File: src/rtl/pwd_pkg.sv
package pwd_pkg;
    localparam int NUM_CLS = 5;
    localparam int CLS_UP  = 0;
    localparam int CLS_LO  = 1;
    localparam int CLS_DIG = 2;
    localparam int CLS_SPC = 3;
    localparam int CLS_BAD = 4;

    localparam logic [7:0] PRINT_LO = 8'h21;
    localparam logic [7:0] PRINT_HI = 8'h7E;
    localparam logic [7:0] UP_LO    = 8'h41;
    localparam logic [7:0] UP_HI    = 8'h5A;
    localparam logic [7:0] LO_LO    = 8'h61;
    localparam logic [7:0] LO_HI    = 8'h7A;
    localparam logic [7:0] DIG_LO   = 8'h30;
    localparam logic [7:0] DIG_HI   = 8'h39;

    typedef enum logic [1:0] {
        ST_IDLE   = 2'd0,
        ST_GATHER = 2'd1,
        ST_REPORT = 2'd2
    } chk_state_t;
endpackage

File: src/rtl/pwd_class_flags.sv
module pwd_class_flags
    import pwd_pkg::*;
(
    input  logic               clk,
    input  logic               rst_n,
    input  logic               restart,
    input  logic               step,
    input  logic [NUM_CLS-1:0] hit,
    output logic [NUM_CLS-1:0] seen
);
    for (genvar g = 0; g < NUM_CLS; g++) begin : g_flag
        always_ff @(posedge clk) begin
            if (!rst_n) begin
                seen[g] <= 1'b0;
            end else if (restart) begin
                seen[g] <= hit[g];
            end else if (step && hit[g]) begin
                seen[g] <= 1'b1;
            end
        end
    end

    p_class_onehot_r9: assert property (@(posedge clk) disable iff (!rst_n)
        step |-> $onehot(hit));
    p_hold_idle_r10: assert property (@(posedge clk) disable iff (!rst_n)
        (!step && !restart) |=> $stable(seen));
endmodule

File: config.mk
export PLATFORM = sky130hd
export DESIGN_NAME = pwd_class_flags
export DESIGN_NICKNAME = d
export VERILOG_FILES = /design/src/rtl/pwd_pkg.sv /design/src/rtl/pwd_class_flags.sv
export SDC_FILE = /design/constraint.sdc
export NUM_CORES = 1
export LEC_CHECK = 0
export BUFFER_PORTS_ARGS = -buffer_cell sky130_fd_sc_hd__buf_4
export CAP_MARGIN = 20
export CORE_AREA = 2 2 39 41
export DETAILED_ROUTE_END_ITERATION = 12
export DIE_AREA = 0 0 41 43
export PLACE_DENSITY = 0.37
export SETUP_SLACK_MARGIN = 0.02
export SLEW_MARGIN = 25
export SYNTH_ARGS = -nofsm -noshare
export SYNTH_HDL_FRONTEND = slang
export SYNTH_SLANG_ARGS = --single-unit
File: constraint.sdc
create_clock -name clk -period 0.84 [get_ports clk]
set_clock_uncertainty 0.2 [all_clocks]
set_input_delay 0.126 -clock clk [delete_from_list [all_inputs] [get_ports clk]]
set_output_delay 0.126 -clock clk [all_outputs]
set_load 0.1 [all_outputs]
==> out/results.ini, run 1 <==
[cells_and_area]
diodes=0
n_fill_cell=147
drive_above_1_share=0.568
final_nets=47
area_delta_synth_final_pct=116
fin_util=0.303
regMostFlops=seen
largest_register_ffs=5
reg_top3=seen x5

[worst_setup_path]
worstPathCellList=buf_12
r2r_cells=2
crit_slowest_cell=dfxtp_4
cp_top_family=flip-flops
max_stage_delay_ns=0.35
crit_path_max_fanout=2
required_ns=0.51
cp-start-kind=flip-flop
reg2reg_setup_slack_ns=0.04
crit_cells=1
r2r-start=seen[2]
cp-endpoint=seen[2]
setup.worst_path.start=seen[2]
path_class=flip-flop to primary output
cp-end-kind=primary output
worstPathBufferInverterCount=1
worstPathArrival_ns=0.75
regToRegEndpoint=seen[2]

[sta]
fmax_mhz=927
finalSetupViolations=5
hold_viol_final=5
slew_viol_final=0
fin_crit_sh=1.28
relSlewSlack=0.901
tightest_slew_ns=0.147
period_needed_ns=1.08
rsz0062_at_grt=true
hold_slack_ns=-0.0474
finalWorstSetupSlack_ns=-0.239

[logic_synthesis]
ys_ff_latch=5
synth.area.top_cells=dfxtp_1 52%, a21boi_1 19%, nand2b_1 16%
ys_warn_count=0
synthCells=20
netlist.area_leader.share=0.516
syn-num-nets=29
ys_seq_area_frac=0.516
syn_area_per_cell_um2=9.70
synth_area_um2=194
ys_types=4
synth_top_cell_by_area=dfxtp_1

[die]
ios=14
die_w_um=41
fp-row-count=14
initial_core_util=0.140
die_y_um=43
core_um2=1380
die_area_um2=1760

[clocking]
worstSkewPairLatency_ns=0.23
cts.sinks=5
clockBufferDepth=2
clk_pin_slew_ns=0.04
cts_tree=done
htree_levels=1
cts_buffers=3
root_buffer=clkbuf_4

[drt]
dr.pass1.iters=1
ant_nets=0
drc=0
drt_iter0_markers=0
vias_per_cell=3.66
via_count=194
routedWlPerCell_um=9.13
wl_um=484

[global_routing]
grt_pass1_wl_um=759
grt_antenna_before_repair=0
overflow=0
grt_max_degree=11
first_global_vias=178
grt_usage=0.0714

[hold_path]
hold_path.class=input port to flip-flop
min_path_cells=3

[placed_design]
gp_congestion=0.582
port_buffers=13

[run]
drv_cap=0

[run_status]
violations=negative hold slack, negative setup slack
status=complete, but fails checks

[power]
ir_worst_vdd_v=0.00102
p_leak_nw=0.169
power_density_nw_per_um2=1860

## kinds of logic after synthesis
kind of cell	synth area share
compound gates	0.323
flops	0.516
simple gates	0.161
## what timing repair did
item | CTS | global route
setup buffers | 0 | 0
setup endpoints to repair | 5 | 7
endpoints found under the hold margin | 5 | 5
resized for setup | 15 | 0
## cell type report
class                   instances  area (um2)  area share
repair buffers                 13         160       0.382
well taps                      16        20.0      0.0478
multi-input cells              15        93.8       0.224
clock buffers                   4        26.3      0.0627
flip-flops and latches          5         119       0.284
## worst min-delay path by stage
stage | startpoint | end | slack [ns]
after floorplan | rst_n | seen[0] | 0.07
after global placement | hit[1] | seen[1] | 0.20
after detailed placement | hit[0] | seen[0] | 0.20
after CTS | hit[1] | seen[1] | -0.06
after global routing | hit[1] | seen[1] | -0.05
final | hit[3] | seen[3] | -0.05
## stage by stage
step	area, um2	setup slack [ns]	setup TNS (ns)	power [mW]	cells
global route	419	-0.273	-1.34	0.836	53
detailed placement	330	-0.0873	-0.422	0.469	49
floorplan	213	-0.136	-0.679	0.405	20
global placement	330	-0.0843	-0.413	0.467	49
finish	419	-0.239	-1.19	0.782	53
CTS	419	-0.253	-1.25	0.802	53
## per-layer routing
metal / GRT usage / part of all wire / vias up
li1: - / - / 104
met1: 0.0906 / 0.42 / 81
met2: 0.0719 / 0.45 / 9
met3: 0.0890 / 0.13 / 0
met4: 0.0200 / 0 / 0
met5: 0 / 0 / -
## cell usage in the layout (no fill, tap or decap)
cell	n
o21ai_0	5
nand2b_1	5
clkbuf_1	1
buf_4	8
buf_12	5
dfxtp_4	5
a21boi_1	5
clkbuf_4	3
## synth_stat cells
master and instances:
a21boi_1 5, o21ai_0 5, nand2b_1 5, dfxtp_1 5
## power by group
group          internal (mW)  leakage (nW)  switching [mW]
Combinational          0.101         0.109           0.145
Sequential             0.251        0.0446          0.0160
Clock                  0.179        0.0150          0.0904
Total                  0.530         0.169           0.251
No activity file was read; power rests on OpenSTA's default activity.
==> run 2: changes to the inputs <==
ABC_AREA = 1   (was default)
PLACE_DENSITY = 0.36   (was 0.37)
==> out/results.ini, run 2 <==
[run_status]
status=complete, but fails checks
violations=negative hold slack, negative setup slack

[drt]
ant_nets=0  ; unchanged
routedWlPerCell_um=9.80  ; +7.4%
wl_um=549  ; +13%
vias_per_cell=3.79  ; +3.4%
drt_iter0_markers=0  ; unchanged
dr.pass1.iters=1  ; unchanged
drc=0  ; unchanged
via_count=212  ; +9.3%

[sta]
fmax_mhz=913  ; -1.5%
final.setup.tns_ns=-1.29  ; -0.105 ns
tightest_slew_ns=0.186  ; +0.0393 ns
period_needed_ns=1.09  ; +0.0160 ns
finalWorstSetupSlack_ns=-0.255  ; -0.0160 ns
relSlewSlack=0.875  ; -0.0265
hold_viol_final=5  ; unchanged
rsz0062_at_grt=true
fin_crit_sh=1.30  ; +0.0190
slew_viol_final=0  ; unchanged
finalSetupViolations=6  ; +1
hold_slack_ns=-0.0530  ; -0.00557 ns

[cells_and_area]
layout_common_cells=9 x buf_4, 5 x o21ai_0, 5 x buf_12, 5 x dfxtp_4
area_delta_synth_final_pct=135
final_nets=50  ; +6.4%
reg_top3=seen x5
regMostFlops=seen
fin_util=0.300  ; -0.00271
mostFrequentLayoutCell=buf_4
n_fill_cell=151  ; +2.7%
largest_register_ffs=5  ; unchanged
diodes=0  ; unchanged
drive_above_1_share=0.625  ; +0.0574

[worst_setup_path]
r2r-start=seen[3]
setup.worst_path.start=seen[3]
crit_path_max_fanout=2  ; unchanged
cp-end-kind=primary output
regToRegEndpoint=seen[3]
required_ns=0.51  ; about the same
cp-endpoint=seen[3]
worstPathBufferInverterCount=1  ; unchanged
worstPathCellList=buf_12
r2r_cells=3  ; +1
path_class=flip-flop to primary output
crit_cells=1  ; unchanged
cp-start-kind=flip-flop
reg2reg_setup_slack_ns=-0.05  ; -0.09 ns
crit_slowest_cell=dfxtp_4
cp_top_family=flip-flops
worstPathArrival_ns=0.77  ; +0.02 ns
max_stage_delay_ns=0.36  ; about the same

[logic_synthesis]
synth_top_cell_by_area=dfxtp_1
syn-num-nets=31  ; +6.9%
synthTopCellsByCount=5 x a21oi_1, 5 x dfxtp_1, 5 x nand2_1, 5 x o21ai_0
synthCells=22  ; +10%
synth-edff-count=0  ; unchanged
ys_types=6  ; +2
synth.area.top_cells=dfxtp_1 57%, a21oi_1 14%, o21ai_0 14%
synth_area_um2=176  ; -9.0%
ys_warn_count=0  ; unchanged
ys_ff_latch=5  ; unchanged
synth_ff_type=dfxtp_1
netlist.area_leader.share=0.567  ; +0.0512
ys_seq_area_frac=0.567  ; +0.0512
syn_area_per_cell_um2=8.02  ; -17%
async_flop_share=0  ; unchanged

[die]
ios=14  ; unchanged
die_y_um=43  ; unchanged
die_area_um2=1760  ; unchanged
initial_core_util=0.127  ; -0.0127
fp-row-count=14  ; unchanged
core_um2=1380  ; unchanged
die_w_um=41  ; unchanged

[power]
ir_worst_vdd_v=0.000384  ; -62%
p_leak_nw=0.175  ; +3.9%
power_density_nw_per_um2=1940  ; +4.2%

[global_routing]
grt_pass1_wl_um=855  ; +13%
grt_antenna_before_repair=0  ; unchanged
grt_usage=0.0835  ; +0.0121
first_global_vias=209  ; +17%
grt_max_degree=7  ; -4
overflow=0  ; unchanged

[hold_path]
hold_path.class=input port to flip-flop

[clocking]
htree_levels=1  ; unchanged
clk_pin_slew_ns=0.05  ; about the same
cts_tree=done
cts.sinks=5  ; unchanged
clockBufferDepth=2  ; unchanged
root_buffer=clkbuf_4
worstSkewPairLatency_ns=0.24  ; about the same
cts_buffers=3  ; unchanged

[placed_design]
post-place-ws_ns=-0.0882  ; -0.000942 ns
gp_congestion=0.639  ; +9.8%
port_buffers=13  ; unchanged

[run]
drv_cap=0  ; unchanged

[run 2: what timing repair did]
action,4_1_cts,5_1_grt
resized for setup,15,2
setup endpoints to repair,5,7
endpoints found under the hold margin,5,5
pin swaps,0,1
buffers inserted,0,1
[run 2: tightest hold or removal path, stage by stage]
cell,delay (ns)
buf_4,0.11
o21ai_0,0.06
a21oi_1,0.06
[run 2: metrics by stage]
step	instance area (um2)	total power, mW	instances
after CTS	402	0.815	55
after floorplan	195	0.403	22
after global routing	415	0.840	56
after global placement	313	0.464	51
after detailed placement	313	0.465	51
final	415	0.808	56
[run 2: how the worst min path moves through the flow]
stage	startpoint	cells after the start	slack, ns	end
after global routing	hit[0]	3	-0.05	seen[0]
after CTS	hit[3]	3	-0.06	seen[3]
final	hit[0]	3	-0.05	seen[0]
after floorplan	hit[0]	2	0.08	seen[0]
after detailed placement	hit[3]	3	0.20	seen[3]
after global placement	hit[0]	3	0.19	seen[0]
[run 2: logic make-up (layout without fill, tap and decap cells)]
kind of cell | Yosys count | after routing | synth area share
flip-flops | 5 | 5 | 0.567
buffers and inverters | 2 | 20 | 0.0425
AO/OA/AOI/OAI | 10 | 10 | 0.284
AND/OR/NAND/NOR | 5 | 5 | 0.106
[run 2: routing by layer]
layer	GRT usage	part of all wire	vias up
met5	0	0	-
met4	0.140	0.035	0
met2	0.113	0.58	6
met3	0.0314	0.040	2
met1	0.0647	0.35	93
li1	-	-	111
[run 2: layout make-up]
type,count,area (um2),share of cell area
well taps,16,20.0,0.0482
inverters,2,7.51,0.0181
multi-input cells,15,75.1,0.181
repair buffers,14,168,0.404
flip-flops and latches,5,119,0.286
clock buffers,4,26.3,0.0633
[run 2: power breakdown]
group / switching, mW / internal [mW] / total, mW
clock: 0.110 / 0.180 / 0.290
sequential: 0.0163 / 0.250 / 0.267
combinational: 0.152 / 0.0991 / 0.251
total: 0.278 / 0.530 / 0.808
